`src/rtl/dpwm_pkg.sv`:
```
package dpwm_pkg;
  typedef struct packed {
    logic run;    // bit 2: pulse mode
    logic drive;  // bit 1: drive static level
    logic level;  // bit 0: static level
  } pin_ctl_t;

  localparam int CTL_BITS = $bits(pin_ctl_t);

  typedef enum logic {PH_LOW = 1'b0, PH_HIGH = 1'b1} phase_e;
endpackage

```
`src/rtl/dpwm_cfg.sv`:
```
module dpwm_cfg
  import dpwm_pkg::*;
#(
  parameter int CNT_W = 16,
  parameter int CTL_W = 8
) (
  input  logic             clk,
  input  logic             rst,
  input  logic             hi_wr,
  input  logic             lo_wr,
  input  logic [CNT_W-1:0] time_data,
  input  logic             ctl_wr,
  input  logic [CTL_W-1:0] ctl_data,
  output logic [CNT_W-1:0] hi_len,
  output logic [CNT_W-1:0] lo_len,
  output pin_ctl_t         ctl
);
  localparam int NUM_TIMES = 2;

  logic [NUM_TIMES-1:0] wr_vec;
  logic [CNT_W-1:0]     time_q [NUM_TIMES];
  logic                 unused_upper;

  assign wr_vec       = {lo_wr, hi_wr};
  assign unused_upper = ^ctl_data[CTL_W-1:CTL_BITS];

  for (genvar g = 0; g < NUM_TIMES; g++) begin : g_time
    always_ff @(posedge clk) begin
      if (rst) time_q[g] <= '0;
      else if (wr_vec[g]) time_q[g] <= time_data;
    end
  end

  assign hi_len = time_q[0];
  assign lo_len = time_q[1];

  always_ff @(posedge clk) begin
    if (rst) ctl <= '0;
    else if (ctl_wr) ctl <= pin_ctl_t'(ctl_data[CTL_BITS-1:0]);
  end

  p_hold_time_r7: assert property (@(posedge clk) disable iff (rst)
    !hi_wr |=> $stable(hi_len));
endmodule

```
`src/rtl/dpwm_timer.sv`:
```
module dpwm_timer
  import dpwm_pkg::*;
#(
  parameter int CNT_W = 16
) (
  input  logic             clk,
  input  logic             rst,
  input  logic             run,
  input  logic             tick,
  input  logic [CNT_W-1:0] hi_len,
  input  logic [CNT_W-1:0] lo_len,
  output logic             wave
);
  logic             run_q;
  phase_e           ph;
  logic [CNT_W-1:0] cnt;
  logic [CNT_W-1:0] hi_act;
  logic [CNT_W-1:0] lo_act;
  logic [CNT_W-1:0] cur_len;
  logic             at_end;
  logic             start;

  assign cur_len = (ph == PH_HIGH) ? hi_act : lo_act;
  assign at_end  = tick && (cnt == cur_len);
  assign start   = run && !run_q;

  always_ff @(posedge clk) begin
    if (rst) begin
      run_q  <= 1'b0;
      ph     <= PH_LOW;
      cnt    <= '0;
      hi_act <= '0;
      lo_act <= '0;
    end else begin
      run_q <= run;
      if (start) begin
        ph     <= PH_HIGH;
        cnt    <= '0;
        hi_act <= hi_len;
        lo_act <= lo_len;
      end else if (!run) begin
        ph  <= PH_LOW;
        cnt <= '0;
      end else if (at_end) begin
        ph     <= (ph == PH_HIGH) ? PH_LOW : PH_HIGH;
        cnt    <= '0;
        hi_act <= hi_len;
        lo_act <= lo_len;
      end else if (tick) begin
        cnt <= cnt + 1'b1;
      end
    end
  end

  assign wave = (ph == PH_HIGH);

  p_cnt_bound_r1: assert property (@(posedge clk) disable iff (rst)
    run_q |-> (cnt <= cur_len));
  p_start_high_r6: assert property (@(posedge clk) disable iff (rst)
    start |=> (ph == PH_HIGH && cnt == '0));
  p_no_tick_hold_r8: assert property (@(posedge clk) disable iff (rst)
    (run && run_q && !tick) |=> ($stable(ph) && $stable(cnt)));
  p_len_fixed_in_part_r7: assert property (@(posedge clk) disable iff (rst)
    (run && run_q && !at_end) |=> ($stable(hi_act) && $stable(lo_act)));
  p_idle_low_r5: assert property (@(posedge clk) disable iff (rst)
    !run |=> (ph == PH_LOW));
endmodule

```
`src/rtl/dpwm_pin.sv`:
```
module dpwm_pin
  import dpwm_pkg::*;
(
  input  logic     clk,
  input  logic     rst,
  input  pin_ctl_t ctl,
  input  logic     wave,
  output logic     pin_out,
  output logic     pin_oe
);
  always_ff @(posedge clk) begin
    if (rst) begin
      pin_out <= 1'b0;
      pin_oe  <= 1'b0;
    end else if (ctl.run) begin
      pin_out <= wave;
      pin_oe  <= 1'b1;
    end else if (ctl.drive) begin
      pin_out <= ctl.level;
      pin_oe  <= 1'b1;
    end else begin
      pin_out <= 1'b0;
      pin_oe  <= 1'b0;
    end
  end

  p_released_quiet_r5: assert property (@(posedge clk) disable iff (rst)
    !pin_oe |-> !pin_out);
endmodule

```
`src/rtl/dual_phase_pwm.sv`:
```
module dual_phase_pwm
  import dpwm_pkg::*;
#(
  parameter int CNT_W = 16,
  parameter int CTL_W = 8
) (
  input  logic             clk,
  input  logic             rst,
  input  logic             tick,
  input  logic             hi_wr,
  input  logic             lo_wr,
  input  logic [CNT_W-1:0] time_data,
  input  logic             ctl_wr,
  input  logic [CTL_W-1:0] ctl_data,
  output logic             pin_out,
  output logic             pin_oe
);
  logic [CNT_W-1:0] hi_len;
  logic [CNT_W-1:0] lo_len;
  pin_ctl_t         ctl;
  logic             wave;

  dpwm_cfg #(.CNT_W(CNT_W), .CTL_W(CTL_W)) u_cfg (
    .clk(clk), .rst(rst), .hi_wr(hi_wr), .lo_wr(lo_wr),
    .time_data(time_data), .ctl_wr(ctl_wr), .ctl_data(ctl_data),
    .hi_len(hi_len), .lo_len(lo_len), .ctl(ctl)
  );

  dpwm_timer #(.CNT_W(CNT_W)) u_timer (
    .clk(clk), .rst(rst), .run(ctl.run), .tick(tick),
    .hi_len(hi_len), .lo_len(lo_len), .wave(wave)
  );

  dpwm_pin u_pin (
    .clk(clk), .rst(rst), .ctl(ctl), .wave(wave),
    .pin_out(pin_out), .pin_oe(pin_oe)
  );

  p_release_code_r5: assert property (@(posedge clk) disable iff (rst)
    (ctl_wr && ctl_data[2:1] == 2'b00) |=> ##1 !pin_oe);
  p_drive_code_r4: assert property (@(posedge clk) disable iff (rst)
    (ctl_wr && ctl_data[2:1] == 2'b01) |=> ##1
      (pin_oe && pin_out == $past(ctl_data[0], 2)));
endmodule

```
`config.mk`:
```
export PLATFORM = sky130hd
export DESIGN_NAME = dual_phase_pwm
export DESIGN_NICKNAME = d
export VERILOG_FILES = /design/src/rtl/dpwm_pkg.sv /design/src/rtl/dpwm_cfg.sv /design/src/rtl/dpwm_timer.sv /design/src/rtl/dpwm_pin.sv /design/src/rtl/dual_phase_pwm.sv
export SDC_FILE = /design/constraint.sdc
export NUM_CORES = 1
export LEC_CHECK = 0
export CORE_AREA = 2 2 89 91
export DETAILED_ROUTE_END_ITERATION = 10
export DIE_AREA = 0 0 91 93
export PLACE_DENSITY_LB_ADDON = 0.3
export SYNTH_ARGS = -nofsm -noshare
export SYNTH_HDL_FRONTEND = slang
export SYNTH_SLANG_ARGS = --single-unit
```
`constraint.sdc`:
```
create_clock -name clk -period 4.3 [get_ports clk]
set_input_delay 0.645 -clock clk [delete_from_list [all_inputs] [get_ports clk]]
set_output_delay 0.645 -clock clk [all_outputs]
set_load 0.05 [all_outputs]
```
==> reports/qor_table.md, run 1 <==
| Metric | This run |
|---|---|
| Net count of the finished layout | 402 |
| Number of buffers inserted by post-CTS setup repair | 0 |
| Internal Power | 1.25 mW |
| Comb power frac | 0.079 |
| Top area cells in the synthesized netlist | dfxtp_1 (28%), edfxtp_1 (25%), mux2i_1 (13%) |
| Sw power | 0.371 mW |
| Worst Setup End Kind | flip-flop |
| Amount of wire on met3 after detailed routing | 199 um |
| Run status | completed |
| Setup repair after global routing missed its margin | false |
| Dominant cell type by area after synthesis | dfxtp_1 |
| Antenna violations before repair | 0 |
| Final-layout setup total negative slack | 0 ns |
| Critical path data required time | 4.58 ns |
| TritonCTS sink count | 87 |
| Relative slew slack | 0.330 |
| Vias in the first global route | 2276 |
| Pin count of the biggest net entering global routing | 64 |
| Part of the total power dissipated in the clock network | 0.359 |
| Count of final hold-check violations | 0 |
| Core Region | 7530 um2 |
| Yosys warnings | 0 |
| Fin Clk Skew | 0.00738 ns |
| Post-synthesis net count | 382 |
| Number of vias in the routed layout | 2351 |
| Worst-Skew Late Latency | 0.35 ns |
| Share of final-layout standard cells stronger than drive strength 1 | 0.0612 |
| Number of buffers on the longest clock path | 2 |
| Share of Yosys cell area claimed by the top area cell type | 0.282 |
| Most numerous cell types in the synthesized netlist | nand2b_1 (64), dfxtp_1 (55), mux2i_1 (51) |
| Total detailed-routing wirelength | 6.44 mm |
| Number of buffers added on ports | 26 |
| Reg power frac | 0.562 |
| Most used flip-flop cell after synthesis | dfxtp_1 |
| Drt via density | 4.92 |
| # rows | 32 |
| Number of top-level pins | 32 |
| Highest Clock Rate | 0.323 GHz |
| Shortest clock period the worst path allows after layout | 3.09 ns |
| Average size of a mapped cell | 11.1 um2 |
| Number of gates resized after cts | 0 |
| Peak ir drop on the vdd network | 0.252 mV |
| Root Buffer Master | clkbuf_8 |
| First-pass GRT wire length | 10.9 mm |
| Clock buffer count from CTS | 9 |
| Leakage power of the design | 1.50 nW |
| Global-route usage over all layers | 0.164 |
| Post-DP HPWL | 4.26 mm |
| Synth Register Bits | 87 |
| Register clock-pin slew on the reported worst setup and hold paths | 0.09 ns |
| Library cells used by synthesis | 30 |
| CP max FO | 32 |
| CTS tree | yes |
| Worst hold-check path type | reg -> reg |
| Number of nets with antenna violations after routing | 0 |
| Arrival time of data at the critical path endpoint | 3.38 ns |
| Routed len/inst | 13.5 um |
| Routability cong. | 0.830 |
| Height of the die | 93 um |
| Actual transition at the worst max-transition pin | 1.00 ns |
| Most instantiated library cell after synthesis | nand2b_1 |
| DR pass1 iterations | 5 |
| H-tree levels | 3 |
| Switching Fraction | 0.229 |
| Category of the critical setup timing path | reg -> reg |
| Sequential element share of the synthesized area | 0.528 |
| Power Total | 1.62 mW |
| Die area | 8460 um2 |
| DRC violation total after the first TritonRoute iteration | 88 |
| Total DRC errors in the routed layout | 0 |
| Period Utilization, post-route | 0.719 |
| Ant diodes | 0 |
| Area growth syn-to-layout | 12.8% |
| Max-slew violations | 0 |
| CTS Hold Buffers Added | 0 |
| Routed wire length on met2 | 2.88 mm |
| Top layer in use | met4 |
| Total of endpoints with negative setup slack in the final report | 0 |
| Initial cell density of the core | 0.519 |
| Total power per unit cell area | 367 nW/um2 |
| Syn Std Cell Area | 3910 um2 |
| Fraction of synthesis flops using an asynchronous set or reset pin | 0 |
| Number of enable-type register cells in the synthesized netlist | 32 |
| Crit path launch type | flip-flop |
| Number of max-capacitance violations reported | 0 |
| Number of standard cells after synthesis | 351 |
| Remaining Overflow, GRT | 0 |
| Wire length the detailed router placed on met1 | 3.24 mm |
| Die outline width | 91 um |
==> routing by layer <==
metal  vias up  global-route usage
li1       1215                   -
met3        13              0.0435
met2        36               0.259
met1      1087               0.218
met4         0              0.0644
met5         -                   0
==> area by class of cell <==
type / instances / area (um2)
Fill cell: 654 / 3120
Sequential cell: 87 / 2060
Multi-Input combinational cell: 243 / 1730
Timing Repair Buffer: 29 / 283
Clock buffer: 10 / 138
Tap cell: 102 / 128
Clock inverter: 6 / 67.6
Inverter: 1 / 3.75
==> registers in the layout (all words and copies together), names as in the netlist, 3 cells and up <==
name and count:
u_timer.hi_act 16, u_cfg.time_q 32, u_timer.cnt 16, u_cfg.ctl 3, u_timer.lo_act 16
==> stage by stage <==
step                hold WS, ns  setup slack [ns]  utilization  instance area, um2  std cells
floorplan                 0.445              2.12            -                3910        351
global placement          0.455              1.28        0.558                4200        462
detailed placement        0.461              1.24        0.558                4200        462
CTS                       0.481              1.19        0.586                4410        478
global route              0.497             0.919        0.586                4410        478
finish                    0.477              1.21        0.586                4410        478
==> worst paths after layout <==
check / startpoint / end / slack (ns) / cells past startpoint
setup / recovery: u_timer.wave$_SDFFE_PP0P_ / u_timer.lo_act[4]$_SDFFE_PP0P_ / 1.21 / 8
hold / removal: u_timer.hi_act[7]$_SDFFE_PP0P_ / u_timer.hi_act[7]$_SDFFE_PP0P_ / 0.48 / 2
setup reg to reg: u_timer.wave$_SDFFE_PP0P_ / u_timer.lo_act[4]$_SDFFE_PP0P_ / 1.21 / 8
hold reg to reg: u_timer.hi_act[7]$_SDFFE_PP0P_ / u_timer.hi_act[7]$_SDFFE_PP0P_ / 0.48 / 2
==> power by group through the flow <==
stage / registers (mW) / clock network [mW] / logic, mW
after floorplan: 0.925 / 0 / 0.0902
after global placement: 0.929 / 0 / 0.126
after detailed placement: 0.930 / 0 / 0.129
after CTS: 0.910 / 0.594 / 0.129
after global routing: 0.915 / 0.633 / 0.141
final: 0.910 / 0.582 / 0.128
==> cells by family after synthesis <==
family,Yosys count,share of synthesized area
adders and majority gates,1,0.00320
buffers and inverters,21,0.0301
and+or+nand+nor,155,0.227
DFF,87,0.528
AOI/OAI and AO/OA,6,0.0135
muxes,52,0.134
xor gates and xnor gates,29,0.0650
==> critical path, cell delays in order (launching register included) <==
cell and delay (ns):
dfxtp_1 0.82, buf_4 0.29, mux2i_1 0.30, xnor2_1 0.12, nor4_1 0.31, nand4_2 0.23
a21boi_4 0.19, buf_4 0.47, mux2i_1 0.25
==> placed cells by master (no fill, tap or decap), types with 3 or more instances in the layout <==
master           Yosys  routed
nor3_1               3       3
nand4_1              7       7
xor2_1              12      12
mux2i_1             51      51
clkdlybuf4s50_1      0      26
nand2b_1            64      64
clkbuf_8             0      10
nand2_1              9       9
nor2_1              26      26
buf_4                0       3
edfxtp_1            32      32
and2_1              32      32
dfxtp_1             55      55
nor4_1               3       3
xnor2_1             17      17
nor2b_1              3       3
and3_1               3       3
No activity file was read; power rests on OpenSTA's default activity.
==> inputs of run 2 (changes only) <==
==> constraint.sdc (replaced) <==
create_clock -name clk -period 2.9 [get_ports clk]
set_input_delay 0.435 -clock clk [delete_from_list [all_inputs] [get_ports clk]]
set_output_delay 0.435 -clock clk [all_outputs]
set_load 0.05 [all_outputs]
==> run 2 against run 1 <==
Net effect: flip-flop and latch count is the same; critical path type unchanged; critical endpoint is now u_timer.lo_act[6]$_SDFFE_PP0P_; combinational power grew 52%; critical path depth is the same; power grew 52%; final area grew 1.1%; final cell count grew 0.63%; core utilization grew 0.63 points.
==> reports/qor_table.md, run 2 (synthesis results as in run 1) <==
| Metric | This run |
|---|---|
| Worst hold-check path type | reg -> reg |
| Number of buffers added on ports | 26 |
| Antenna violations before repair | 0 |
| Leakage power of the design | 1.53 nW |
| Core Region | 7530 um2 |
| First-pass GRT wire length | 11.1 mm |
| Number of vias in the routed layout | 2326 |
| Register bank with the most flops | u_cfg.time_q |
| Post-detailed-placement cell area | 4240 um2 |
| Global-route usage over all layers | 0.167 |
| Crit path launch type | flip-flop |
| Number of top-level pins | 32 |
| Actual transition at the worst max-transition pin | 0.934 ns |
| TritonCTS sink count | 87 |
| Setup slack after layout | 0.358 ns |
| Shortest clock period the worst path allows after layout | 2.54 ns |
| Critical path data required time | 3.17 ns |
| Count of final hold-check violations | 0 |
| Ant diodes | 0 |
| Total power per unit cell area | 554 nW/um2 |
| Fin util | 0.592 |
| DP Worst Slack | 0.363 ns |
| Power Total | 2.47 mW |
| Max-slew violations | 0 |
| DR pass1 iterations | 4 |
| Category of the critical setup timing path | reg -> reg |
| Number of gates resized after cts | 0 |
| Number of nets with antenna violations after routing | 0 |
| Die outline width | 91 um |
| Fillcell total | 661 |
| # rows | 32 |
| Total detailed-routing wirelength | 6.44 mm |
| Worst-Skew Late Latency | 0.35 ns |
| Arrival time of data at the critical path endpoint | 2.81 ns |
| Highest Clock Rate | 0.393 GHz |
| CTS Hold Buffers Added | 0 |
| Drt via density | 4.84 |
| Pin count of the biggest net entering global routing | 65 |
| Number of buffers on the longest clock path | 2 |
| Total of endpoints with negative setup slack in the final report | 0 |
| Peak ir drop on the vdd network | 0.361 mV |
| Height of the die | 93 um |
| Root Buffer Master | clkbuf_8 |
| DP Cell Count | 465 |
| Routed len/inst | 13.4 um |
| CTS tree | yes |
| Number of buffers inserted by post-CTS setup repair | 0 |
| Share of final-layout standard cells stronger than drive strength 1 | 0.0660 |
| Vias in the first global route | 2364 |
| H-tree levels | 3 |
| WHS | 0.474 ns |
| Total DRC errors in the routed layout | 0 |
| CP max FO | 32 |
| Worst Setup End Kind | flip-flop |
| Initial cell density of the core | 0.519 |
| Run status | completed |
| Remaining Overflow, GRT | 0 |
| Final Non-Filler Cells | 481 |
| Setup repair after global routing missed its margin | false |
| Relative slew slack | 0.376 |
| Period Utilization, post-route | 0.876 |
| Clock buffer count from CTS | 9 |
| Area growth syn-to-layout | 14.1% |
| Post-DP HPWL | 4.37 mm |
| Leading cell type in the layout, fill and taps excluded | nand2b_1 |
| Flip-flop count of the largest register, all copies and words added | 32 |
| Net count of the finished layout | 405 |
| Final-layout setup total negative slack | 0 ns |
| Number of max-capacitance violations reported | 0 |
| Most used cells in the layout excluding fill and tap cells | nand2b_1 (64), dfxtp_1 (55), mux2i_1 (51) |
| DRC violation total after the first TritonRoute iteration | 92 |
| Fin Clk Skew | 0.00521 ns |
| Total non-filler cell area in the finished layout | 4460 um2 |
| Routability cong. | 0.758 |
| Die area | 8460 um2 |
| Register clock-pin slew on the reported worst setup and hold paths | 0.09 ns |
-- run 2: cell type report --
class / instances / area [um2] / share of cell area
clock buffer: 10 / 128 / 0.0286
clock inverter: 6 / 90.1 / 0.0202
inverter: 1 / 3.75 / 0.000842
multi-input combinational: 243 / 1730 / 0.388
sequential: 87 / 2060 / 0.463
tap: 102 / 128 / 0.0286
timing repair buffer: 32 / 318 / 0.0713
-- run 2: worst max-delay path: stages, from the launching register on --
cell      delay [ns]
dfxtp_1         0.57
buf_4           0.24
mux2i_1         0.24
o22ai_1         0.10
nor4_1          0.34
nand4_2         0.23
a21boi_4        0.22
buf_12          0.25
mux2i_1         0.25
-- run 2: power by group --
part | switching, mW | total [mW] | leakage [nW] | internal (mW)
combinational | 0.0898 | 0.195 | 0.633 | 0.105
clock | 0.433 | 0.924 | 0.107 | 0.490
sequential | 0.0238 | 1.35 | 0.790 | 1.32
-- run 2: final timing paths --
check                                   endpoint                            from  slack (ns)  cells past startpoint
hold reg to reg   u_timer.lo_act[2]$_SDFFE_PP0P_  u_timer.lo_act[2]$_SDFFE_PP0P_        0.47                      2
setup / recovery  u_timer.lo_act[6]$_SDFFE_PP0P_       u_timer.wave$_SDFFE_PP0P_        0.36                      8
hold / removal    u_timer.lo_act[2]$_SDFFE_PP0P_  u_timer.lo_act[2]$_SDFFE_PP0P_        0.47                      2
setup reg to reg  u_timer.lo_act[6]$_SDFFE_PP0P_       u_timer.wave$_SDFFE_PP0P_        0.36                      8
-- run 2: metal layers --
| layer | track usage | routed length [um] |
|---|---|---|
| met1 | 0.226 | 3270 |
| met2 | 0.261 | 2900 |
| met3 | 0.0363 | 170 |
| met4 | 0.0745 | 99 |
| met5 | 0 | 0 |
==> inputs of run 3 (changes only) <==
--- a/config.mk
+++ b/config.mk
@@ -5,9 +5,11 @@
 export SDC_FILE = /design/constraint.sdc
 export NUM_CORES = 1
 export LEC_CHECK = 0
-export CORE_AREA = 2 2 89 91
+export CELL_PAD_IN_SITES_DETAIL_PLACEMENT = 1
+export CELL_PAD_IN_SITES_GLOBAL_PLACEMENT = 1
+export CORE_AREA = 2 2 96 98
 export DETAILED_ROUTE_END_ITERATION = 10
-export DIE_AREA = 0 0 91 93
+export DIE_AREA = 0 0 98 100
 export PLACE_DENSITY_LB_ADDON = 0.3
 export SYNTH_ARGS = -nofsm -noshare
 export SYNTH_HDL_FRONTEND = slang
==> run 3 against run 2 <==
Net effect: non-clock buffer count decreased by 1; critical path depth unchanged; register-to-register slack lost 0.06 ns; worst hold slack better by 0.0035 ns; clock skew increased by 0.0016 ns; sequential share of layout area fell by 0.25 points; sequential power is essentially flat; final area up 0.53%; critical endpoint is now u_timer.hi_act[5]$_SDFFE_PP0P_.
==> reports/qor_table.md, run 3 (synthesis results as in run 1) <==
| Metric | This run |
|---|---|
| Total of endpoints with negative setup slack in the final report | 0 |
| Power Total | 2.51 mW |
| Register clock-pin slew on the reported worst setup and hold paths | 0.09 ns |
| Height of the die | 100 um |
| Highest Clock Rate | 0.385 GHz |
| Relative slew slack | 0.299 |
| Area of the multi-input gates | 1730 um2 |
| Post-DP HPWL | 5.09 mm |
| Category of the critical setup timing path | reg -> reg |
| H-tree levels | 3 |
| Period Utilization, post-route | 0.895 |
| Drt via density | 4.96 |
| Worst hold-check path type | reg -> reg |
| Die area | 9800 um2 |
| Root Buffer Master | clkbuf_8 |
| Remaining Overflow, GRT | 0 |
| Worst reg2reg setup slack | 0.30 ns |
| Ant diodes | 0 |
| Ordered list of cells on the worst path | buf_12 -> mux2_1 -> a222oi_1 -> and4_1 -> nand4_2 -> a21boi_4 -> buf_12 -> mux2i_1 |
| Area growth syn-to-layout | 14.7% |
| Routed len/inst | 15.5 um |
| Core Region | 8890 um2 |
| Number of buffers inserted by post-CTS setup repair | 0 |
| Arrival time of data at the critical path endpoint | 2.87 ns |
| Most used cells in the layout excluding fill and tap cells | nand2b_1 (64), dfxtp_1 (55), mux2i_1 (51) |
| Critical path data required time | 3.17 ns |
| Number of buffers added on ports | 26 |
| First-pass GRT wire length | 13.1 mm |
| Vias in the first global route | 2582 |
| Register area | 2060 um2 |
| Shortest clock period the worst path allows after layout | 2.60 ns |
| Antenna violations before repair | 0 |
| Largest stage delay on the critical path | 0.40 ns |
| DR pass1 iterations | 4 |
| Number of gates resized after cts | 0 |
| Clock buffer count from CTS | 9 |
| Max-slew violations | 0 |
| Fin Clk Skew | 0.00684 ns |
| Pin count of the biggest net entering global routing | 62 |
| Worst-Skew Late Latency | 0.35 ns |
| Total detailed-routing wirelength | 7.60 mm |
| Fillcell total | 947 |
| Crit path launch type | flip-flop |
| Register bank with the most flops | u_cfg.time_q |
| DRC violation total after the first TritonRoute iteration | 97 |
| CP max FO | 32 |
| Slowest cell on the critical path | a222oi_1 |
| # rows | 35 |
| Actual transition at the worst max-transition pin | 1.05 ns |
| Total DRC errors in the routed layout | 0 |
| Number of nets with antenna violations after routing | 0 |
| Total power per unit cell area | 561 nW/um2 |
| Number of top-level pins | 32 |
| Initial cell density of the core | 0.439 |
| Peak ir drop on the vdd network | 0.256 mV |
| Flip-flop count of the largest register, all copies and words added | 32 |
| Number of buffers on the longest clock path | 2 |
| Routability cong. | 0.739 |
| Setup repair after global routing missed its margin | false |
| CTS tree | yes |
| Cell repeated most along the worst path | buf_12 |
| Total non-filler cell area in the finished layout | 4480 um2 |
| Worst Setup End Kind | flip-flop |
| Final-layout setup total negative slack | 0 ns |
| Die outline width | 98 um |
| Leading cell type in the layout, fill and taps excluded | nand2b_1 |
| CTS Hold Buffers Added | 0 |
| Number of vias in the routed layout | 2424 |
| Post-detailed-placement cell area | 4250 um2 |
| TritonCTS sink count | 87 |
| Global-route usage over all layers | 0.171 |
| Run status | completed |
| Share of final-layout standard cells stronger than drive strength 1 | 0.0635 |
| Count of final hold-check violations | 0 |
| Net count of the finished layout | 404 |
| WHS | 0.478 ns |
| Number of max-capacitance violations reported | 0 |
| Leakage power of the design | 1.53 nW |
[run 3: cell count changes in the layout (fill, tap and decap cells not counted)]
cell | before | now
clkinv_1 | 0 | 1
buf_4 | 5 | 3
clkinv_2 | 1 | 0
clkbuf_1 | 1 | 0
clkinvlp_4 | 1 | 0
buf_12 | 1 | 2
inv_8 | 0 | 1
inv_6 | 2 | 3
[run 3: routing by layer]
metal | global-route usage | share of wire | wire length, um | up-vias
li1 | - | - | - | 1216
met1 | 0.215 | 0.48 | 3610 | 1180
met2 | 0.294 | 0.50 | 3770 | 24
met3 | 0.0313 | 0.019 | 146 | 4
met4 | 0.0630 | 0.0099 | 75 | 0
met5 | 0 | 0 | 0 | -
[run 3: where the power goes]
part / total [mW] / switching, mW / internal (mW)
Combinational: 0.203 / 0.0973 / 0.106
Sequential: 1.35 / 0.0233 / 1.32
Clock: 0.964 / 0.466 / 0.498
[run 3: area by class of cell]
| type | count | share of cell area |
|---|---|---|
| well taps | 111 | 0.0310 |
| clock buffers | 9 | 0.0277 |
| inverters | 1 | 0.000838 |
| flip-flops and latches | 87 | 0.460 |
| repair buffers | 31 | 0.0721 |
| multi-input cells | 243 | 0.385 |
| clock inverters | 7 | 0.0226 |
[run 3: worst max-delay path: cells and delay by family (launching register included)]
family          cells  cell delay, ns
compound gates      2            0.63
buf+inv             2            0.43
mux                 2            0.61
flops               1            0.39
simple gates        2            0.43
[run 3: worst paths after layout]
kind | from | endpoint | cells past startpoint
worst max register to register | u_timer.wave$_SDFFE_PP0P_ | u_timer.hi_act[5]$_SDFFE_PP0P_ | 8
worst min register to register | u_timer.lo_act[14]$_SDFFE_PP0P_ | u_timer.lo_act[14]$_SDFFE_PP0P_ | 2
worst min-delay path | u_timer.lo_act[14]$_SDFFE_PP0P_ | u_timer.lo_act[14]$_SDFFE_PP0P_ | 2
worst max-delay path | u_timer.wave$_SDFFE_PP0P_ | u_timer.hi_act[5]$_SDFFE_PP0P_ | 8
[run 3: metrics by stage]
step | util | std cells | setup WS (ns)
final | 0.504 | 489 | 0.303
after global routing | 0.504 | 489 | 0.0591
after CTS | 0.504 | 489 | 0.290
after detailed placement | 0.479 | 473 | 0.391
after global placement | 0.479 | 473 | 0.438
after floorplan | - | 351 | 0.735
